==> src/rtl/cc_pkg.sv <==
`timescale 1ns/1ps
package cc_pkg;
  localparam int CC_BUS_W = 32;
  typedef enum logic {
    CC_COMPARE = 1'b0,
    CC_CAPTURE = 1'b1
  } cc_mode_e;
endpackage

==> src/rtl/cc_edge_sync.sv <==
`timescale 1ns/1ps
module cc_edge_sync #(
  parameter int STAGES = 2
) (
  input  logic clk,
  input  logic rst,
  input  logic din,
  output logic rise
);
  localparam int LEN = STAGES + 1;
  logic [LEN-1:0] sh_q;

  // Synchronizer stages followed by one history flop for edge detection.
  always_ff @(posedge clk) begin
    if (rst) sh_q <= '0;
    else     sh_q <= {sh_q[LEN-2:0], din};
  end

  assign rise = sh_q[STAGES-1] & ~sh_q[STAGES];
endmodule

==> src/rtl/cc_compare.sv <==
`timescale 1ns/1ps
module cc_compare #(
  parameter int W = 32
) (
  input  logic         clk,
  input  logic         rst,
  input  logic         cmp_mode,
  input  logic         pre_en,
  input  logic         upd,
  input  logic         wr,
  input  logic [W-1:0] wr_val,
  input  logic [W-1:0] stage_val,
  input  logic [W-1:0] cnt,
  output logic [W-1:0] act_q,
  output logic         oc_q
);
  always_ff @(posedge clk) begin
    if (rst) begin
      act_q <= '0;
      oc_q  <= 1'b0;
    end else begin
      if (cmp_mode) begin
        if (!pre_en && wr)      act_q <= wr_val;
        else if (pre_en && upd) act_q <= stage_val;
      end
      oc_q <= cmp_mode && (cnt == act_q);
    end
  end
endmodule

==> src/rtl/cc_capture_flags.sv <==
`timescale 1ns/1ps
module cc_capture_flags (
  input  logic clk,
  input  logic rst,
  input  logic cap,
  input  logic rd,
  output logic cap_q,
  output logic ovr_q
);
  always_ff @(posedge clk) begin
    if (rst) begin
      cap_q <= 1'b0;
      ovr_q <= 1'b0;
    end else if (cap) begin
      cap_q <= 1'b1;
      ovr_q <= rd ? 1'b0 : (ovr_q | cap_q);
    end else if (rd) begin
      cap_q <= 1'b0;
      ovr_q <= 1'b0;
    end
  end
endmodule

==> src/rtl/cc_channel.sv <==
`timescale 1ns/1ps
module cc_channel #(
  parameter int W = 32
) (
  input  logic         clk,
  input  logic         rst,
  input  logic         mode_in,
  input  logic         pre_en,
  input  logic         upd_evt,
  input  logic         wr_en,
  input  logic [31:0]  wr_data,
  input  logic         rd_en,
  output logic [31:0]  rd_data,
  input  logic [W-1:0] cnt_i,
  input  logic         cap_pin,
  output logic         oc_pulse,
  output logic         cap_flag,
  output logic         ovr_flag
);
  import cc_pkg::*;
  localparam int PAD = CC_BUS_W - W;

  cc_mode_e       mode;
  logic           cmp_mode;
  logic           cap_rise;
  logic           cap_go;
  logic [W-1:0]   reg_q;
  logic [W-1:0]   act_q;
  logic [31:0]    rd_next;

  assign mode     = cc_mode_e'(mode_in);
  assign cmp_mode = (mode == CC_COMPARE);
  assign cap_go   = cap_rise && (mode == CC_CAPTURE);

  generate
    if (PAD > 0) begin : g_pad
      assign rd_next = {{PAD{1'b0}}, reg_q};
    end else begin : g_full
      assign rd_next = reg_q;
    end
  endgenerate

  cc_edge_sync #(.STAGES(2)) sync_i (
    .clk (clk),
    .rst (rst),
    .din (cap_pin),
    .rise(cap_rise)
  );

  // Shared register: staging value in compare mode, capture result otherwise.
  always_ff @(posedge clk) begin
    if (rst)                      reg_q <= '0;
    else if (cap_go)              reg_q <= cnt_i;
    else if (wr_en && cmp_mode)   reg_q <= wr_data[W-1:0];
  end

  always_ff @(posedge clk) begin
    if (rst)        rd_data <= '0;
    else if (rd_en) rd_data <= rd_next;
  end

  cc_compare #(.W(W)) cmp_i (
    .clk      (clk),
    .rst      (rst),
    .cmp_mode (cmp_mode),
    .pre_en   (pre_en),
    .upd      (upd_evt),
    .wr       (wr_en),
    .wr_val   (wr_data[W-1:0]),
    .stage_val(reg_q),
    .cnt      (cnt_i),
    .act_q    (act_q),
    .oc_q     (oc_pulse)
  );

  cc_capture_flags flg_i (
    .clk  (clk),
    .rst  (rst),
    .cap  (cap_go),
    .rd   (rd_en),
    .cap_q(cap_flag),
    .ovr_q(ovr_flag)
  );
endmodule

==> config.mk <==
export PLATFORM = sky130hd
export DESIGN_NAME = cc_channel
export DESIGN_NICKNAME = d
export VERILOG_FILES = /design/src/rtl/cc_pkg.sv /design/src/rtl/cc_edge_sync.sv /design/src/rtl/cc_compare.sv /design/src/rtl/cc_capture_flags.sv /design/src/rtl/cc_channel.sv
export SDC_FILE = /design/constraint.sdc
export NUM_CORES = 1
export LEC_CHECK = 0
export BUFFER_PORTS_ARGS = -buffer_cell sky130_fd_sc_hd__buf_4
export CORE_ASPECT_RATIO = 1.25
export CORE_UTILIZATION = 55
export CTS_BUF_LIST = sky130_fd_sc_hd__clkbuf_2 sky130_fd_sc_hd__clkbuf_4 sky130_fd_sc_hd__clkbuf_8
export DETAILED_ROUTE_END_ITERATION = 10
export PLACE_DENSITY = 0.82
export SLEW_MARGIN = 0
export SYNTH_ARGS = -nofsm -noshare
export SYNTH_HDL_FRONTEND = slang
export SYNTH_SLANG_ARGS = --single-unit
==> constraint.sdc <==
create_clock -name clk -period 1.9 [get_ports clk]
set_clock_uncertainty 0.2 [all_clocks]
set_input_delay 0.19 -clock clk [delete_from_list [all_inputs] [get_ports clk]]
set_output_delay 0.19 -clock clk [all_outputs]
set_load 0.05 [all_outputs]
==> reports/results.txt, run 1 <==
Design Area, Final: 0.00614 mm²
Die Span X: 83.2 µm
static leakage: 2.56 nW
Synthesized Nets: 528
Peak VDD IR: 544 µV
slew at the pin with the worst max-slew slack: 0.608 ns
# fillers: 491
PortBufs: 106
post-layout min period: 1.66 ns
Vias: 4005
met3 Use GR: 4.44%
MaxCap Viol Count: 0
setup TNS: 0 ns
FF+latch area: 0.00204 mm²
total congestion overflow: 0
chip height: 103 µm
# placed instances: 627
pwr dens: 730 mW/mm²
initial antenna violation count: 0
RSZ-0062 raised after global routing: false
Critical Path RT: 1.99 ns
layout net count: 680
largest buffer count on any clock path: 2
ratio of cells with drive above 1 in the final layout: 26.1%
Setup crit start kind: flop
CP Capture Type: flop
worst skew pair latency: 0.36 ns
Setup CP Type: reg2reg
Detail Route Antenna Nets: 0
# DRC: 0
total clock sinks: 102
number of DRC markers in iteration 0: 246
largest net degree at the start of global routing: 102
CTS tree: yes
Total Routing Usage GR: 28.7%
vias in the first global route: 3942
met1 Use GR: 33.2%
Ys Warns: 0
met2 Resource Use GR: 52.5%
Worst Hold Class: in2reg
run status: completed
vias per cell: 5.66
Final setup viols: 0
Clock H-tree levels: 3
I/O Pins: 107
post_cts resized: 0
CP max FO: 34
syn_area_per_cell: 9.93 µm²
DRT Pass-1 Iters: 5
Synth-to-Final Area Change: 35.5%
fmax: 603 MHz
Distinct cells, synth: 29
Core ar.: 0.00788 mm²
site row count: 36
Rel. slew slack: 59.5%
GR peak layer: met2
# diodes: 0
endpoints failing hold: 0
dpl hpwl: 7190 µm
gpl congestion: 0.788
clk slew on worst S/H paths: 0.09 ns
Routed WL: 12100 µm
Synth Instances: 456
Root Buffer: clkbuf_8
Hold Worst Slack: 0.0746 ns
#FFs+latches synth: 102
die area: 0.00860 mm²
fin cells: 708
first-pass GRT wire length: 19300 µm
Final Cycle Share: 87.3%
area of the multi-input gates: 0.00225 mm²
CTS Buf Count: 9
Final Max Slew Viols: 0
Worst Path Arrival: 1.74 ns
drt wl/cell: 17.1 µm
initial core utilization: 57.4%
post-synthesis sequential area ratio: 45.1%
Post-DP Area: 0.00530 mm²
Mapped Area: 0.00453 mm²
## power breakdown
part | internal (mW) | switching, mW | total (mW)
sequential | 2.25 | 0.0766 | 2.32
clock | 0.549 | 0.732 | 1.28
combinational | 0.413 | 0.460 | 0.873
total | 3.21 | 1.27 | 4.48
## cells in the final DEF, fill, tap and decap left out, types with 2 or more instances in the layout
cell type	instances
dlygate4sd3_1	65
nand2b_1	2
buf_12	3
buf_4	109
a211oi_1	4
nor2_1	66
xnor2_1	2
a22oi_1	32
xor2_1	27
nor2b_1	3
nand2_1	32
clkbuf_8	11
inv_1	4
a211oi_2	28
a21oi_1	34
nor3_1	3
clkinv_2	3
dfxtp_1	102
mux2i_1	65
nor4_1	6
## what timing repair did
action,4_1_cts,5_1_grt
setup endpoints to repair,0,0
buffers inserted,0,0
hold buffers,65,0
endpoints found under the hold margin,36,0
## sequential cells by signal (all words and copies together) (netlist names)
signal / flops
rd_next: 32
sync_i.sh_q: 3
cmp_i.oc_q: 1
flg_i.cap_q: 1
rd_data: 32
flg_i.ovr_q: 1
cmp_i.act_q: 32
## path summary, 6_finish.rpt
path                             start                   endpoint  slack (ns)  depth (start not counted)
min                                rst      cmp_i.oc_q$_SDFF_PP0_        0.07                          5
max          sync_i.sh_q[2]$_SDFF_PP0_    rd_next[2]$_SDFFE_PP0P_        0.24                          4
max reg2reg  sync_i.sh_q[2]$_SDFF_PP0_    rd_next[2]$_SDFFE_PP0P_        0.24                          4
min reg2reg  sync_i.sh_q[0]$_SDFF_PP0_  sync_i.sh_q[1]$_SDFF_PP0_        0.26                          1
## cells in the mapped netlist (all sizes together)
master     n  area [µm²]
xor2      27         236
a211oi    32         380
xnor2      2        17.5
nand3      1        5.00
nand4b     1        8.76
nand4      1        6.26
nor3       3        15.0
a222oi     1        10.0
inv        4        15.0
nand2     32         120
o2111ai    1        8.76
nor2      68         279
a22oi     32         240
clkbuf     5        18.8
and3b      1        8.76
buf       31         214
a21oi     34         170
mux2i     65         651
nor4       6        37.5
nor2b      5        31.3
nand2b     2        12.5
dfxtp    102        2040
## metrics by stage
| step | setup slack [ns] | power, mW | util, % |
|---|---|---|---|
| 6_report | 0.242 | 4.48 | 77.9 |
| 5_1_grt | 0.168 | 4.67 | 77.9 |
| 4_1_cts | 0.292 | 4.48 | 77.9 |
| 3_5_place_dp | 0.292 | 3.12 | 67.3 |
| 3_3_place_gp | 0.372 | 3.10 | 67.3 |
| 2_1_floorplan | 0.629 | 2.85 | - |
## cell families after synthesis
family | Yosys count | synth area share, %
DFF | 102 | 45.1
AOI/OAI and AO/OA | 100 | 17.9
and+or+nand+nor | 120 | 11.6
buffers and inverters | 40 | 5.47
xor gates and xnor gates | 29 | 5.61
muxes | 65 | 14.4
## worst max-delay path, cell delays in order, from the launching register on
cell and delay [ns]:
dfxtp_1 0.31, and3b_1 0.32, buf_4 0.41, a22oi_1 0.15, a21oi_1 0.18
## layer usage
metal | wire (µm) | vias up
met3 | 643 | 31
met4 | 354 | 0
met2 | 6390 | 162
li1 | - | 1909
met1 | 4690 | 1903
met5 | 0 | -
## layout make-up
cell class	count	area share, %
Clock inverter	5	0.530
Inverter	4	0.245
Tap cell	95	1.94
Clock buffer	11	2.47
Sequential cell	102	33.3
Timing Repair Buffer	177	24.9
Multi-Input combinational cell	314	36.6
No activity file was read; power rests on OpenSTA's default activity.
==> run 2, diff against run 1 <==
--- a/config.mk
+++ b/config.mk
@@ -10,6 +10,7 @@
 export CORE_UTILIZATION = 55
 export CTS_BUF_LIST = sky130_fd_sc_hd__clkbuf_2 sky130_fd_sc_hd__clkbuf_4 sky130_fd_sc_hd__clkbuf_8
 export DETAILED_ROUTE_END_ITERATION = 10
+export GPL_TIMING_DRIVEN = 0
 export PLACE_DENSITY = 0.82
 export SLEW_MARGIN = 0
 export SYNTH_ARGS = -nofsm -noshare
==> reports/results.txt, run 2 (synthesis results as in run 1) <==
dpl hpwl: 8810 µm (was 7190 µm)
total clock sinks: 102 (unchanged)
CP max FO: 8 (was 34)
met2 Resource Use GR: 57.9% (was 52.5%)
number of DRC markers in iteration 0: 332 (was 246)
Clock H-tree levels: 3 (unchanged)
run status: completed (unchanged)
fmax: 560 MHz (was 603 MHz)
CTS tree: yes (unchanged)
ratio of cells with drive above 1 in the final layout: 27.5% (was 26.1%)
pwr dens: 736 mW/mm² (was 730 mW/mm²)
site row count: 36 (unchanged)
met1 Use GR: 36.2% (was 33.2%)
RSZ-0062 raised after global routing: false (unchanged)
vias in the first global route: 4083 (was 3942)
vias per cell: 5.67 (was 5.66)
# fillers: 489 (was 491)
Die Span X: 83.2 µm (unchanged)
total congestion overflow: 0 (unchanged)
Peak VDD IR: 650 µV (was 544 µV)
Detail Route Antenna Nets: 0 (unchanged)
Final setup viols: 0 (unchanged)
worst skew pair latency: 0.37 ns (was 0.36 ns)
met3 Use GR: 5.24% (was 4.44%)
gpl congestion: 0.858 (was 0.788)
CTS Buf Count: 9 (unchanged)
drt wl/cell: 17.9 µm (was 17.1 µm)
endpoints failing hold: 0 (unchanged)
Worst Hold Class: in2reg (unchanged)
static leakage: 2.65 nW (was 2.56 nW)
Setup crit start kind: flop (unchanged)
largest buffer count on any clock path: 2 (unchanged)
Total Routing Usage GR: 30.9% (was 28.7%)
post-CTS setup buffers: 0 (unchanged)
most frequent cells in the layout: buf_4 (110), dfxtp_1 (102), nor2_1 (66), dlygate4sd3_1 (66), mux2i_1 (65) (was buf_4 (109), dfxtp_1 (102), nor2_1 (66))
Setup CP Type: reg2reg (unchanged)
worst hold path cell count: 3 (was 5)
total power: 4.64 mW (was 4.48 mW)
post-layout min period: 1.79 ns (was 1.66 ns)
PortBufs: 105 (was 106)
# diodes: 0 (unchanged)
MaxCap Viol Count: 0 (unchanged)
Core ar.: 0.00788 mm² (unchanged)
die area: 0.00860 mm² (unchanged)
CP Capture Type: flop (unchanged)
Vias: 4185 (was 4005)
reg2reg start: sync_i.sh_q[2]$_SDFF_PP0_ (unchanged)
largest net degree at the start of global routing: 17 (was 102)
chip height: 103 µm (unchanged)
Final Max Slew Viols: 0 (unchanged)
most common cell after layout, fill and taps aside: buf_4 (unchanged)
Worst Path Arrival: 1.82 ns (was 1.74 ns)
initial core utilization: 57.4% (unchanged)
I/O Pins: 107 (unchanged)
GR peak layer: met2 (unchanged)
first-pass GRT wire length: 20600 µm (was 19300 µm)
# DRC: 0 (unchanged)
setup TNS: 0 ns (unchanged)
R2R Setup Slk: 0.11 ns (was 0.24 ns)
clk slew on worst S/H paths: 0.10 ns (was 0.09 ns)
initial antenna violation count: 0 (unchanged)
start point of the worst hold path: wr_data[14] (was rst)
R2R cell count: 5 (was 4)
Routed WL: 13200 µm (was 12100 µm)
slew at the pin with the worst max-slew slack: 0.776 ns (was 0.608 ns)
DRT Pass-1 Iters: 5 (unchanged)
Critical Path RT: 1.93 ns (was 1.99 ns)
worst setup path startpoint: sync_i.sh_q[2]$_SDFF_PP0_ (unchanged)
Rel. slew slack: 48.3% (was 59.5%)
Root Buffer: clkbuf_8 (unchanged)
Final Cycle Share: 94.1% (was 87.3%)
layout net count: 710 (was 680)
Synth-to-Final Area Change: 39.0% (was 35.5%)
## run 2: cell count changes in the layout (fill, tap and decap cells not counted), moves of 2 or more
cell,before,now
buf_2,0,14
buf_6,0,6
buf_1,0,5
clkbuf_1,0,5
buf_12,3,1
clkbuf_4,0,2
clkbuf_8,11,9
clkinv_2,3,1
nor2b_1,3,5
## run 2: path summary, 6_finish.rpt
path | endpoint
max | rd_next[16]$_SDFFE_PP0P_
min | cmp_i.act_q[14]$_SDFFE_PP0P_
max reg2reg | rd_next[16]$_SDFFE_PP0P_
min reg2reg | sync_i.sh_q[2]$_SDFF_PP0_
## run 2: worst max-delay path, stage by stage (launching register included)
cell	delay, ns
dfxtp_1	0.32
and3b_1	0.17
buf_6	0.14
a22oi_1	0.16
dlygate4sd3_1	0.60
a21oi_1	0.07
## run 2: per-stage QoR
stage / std cells / util (%) / setup WS [ns] / cell area [µm²] / hold slack (ns)
floorplan: 456 / - / 0.629 / 4530 / 0.118
global placement: 656 / 69.0 / 0.322 / 5440 / 0.217
detailed placement: 656 / 69.0 / 0.333 / 5440 / 0.219
CTS: 738 / 79.9 / 0.172 / 6290 / 0.00386
global route: 738 / 79.9 / 0.0501 / 6290 / 0.0198
finish: 738 / 79.9 / 0.113 / 6290 / 0.0227
## run 2: layout make-up
type / count / area, µm² / share of cell area (%)
multi-input cells: 314 / 2240 / 35.6
clock inverters: 5 / 60.1 / 0.954
clock buffers: 11 / 139 / 2.21
plain buffers: 36 / 233 / 3.70
well taps: 95 / 119 / 1.89
inverters: 4 / 15.0 / 0.239
repair buffers: 171 / 1450 / 23.0
flip-flops and latches: 102 / 2040 / 32.4
## run 2: per-layer routing
layer	wire length, µm	vias up
met5	0	-
met4	282	0
met3	723	26
met2	6870	168
met1	5350	2024
li1	-	1967
## run 2: what timing repair did
action / in CTS / in global routing
hold buffers: 66 / 0
endpoints found under the hold margin: 37 / 0
gates resized for setup: 0 / 0
## run 2: power by group
| part | switching, mW | total [mW] | internal (mW) |
|---|---|---|---|
| clock | 0.753 | 1.40 | 0.642 |
| combinational | 0.483 | 0.915 | 0.432 |
| sequential | 0.0773 | 2.33 | 2.25 |
| total | 1.31 | 4.64 | 3.32 |
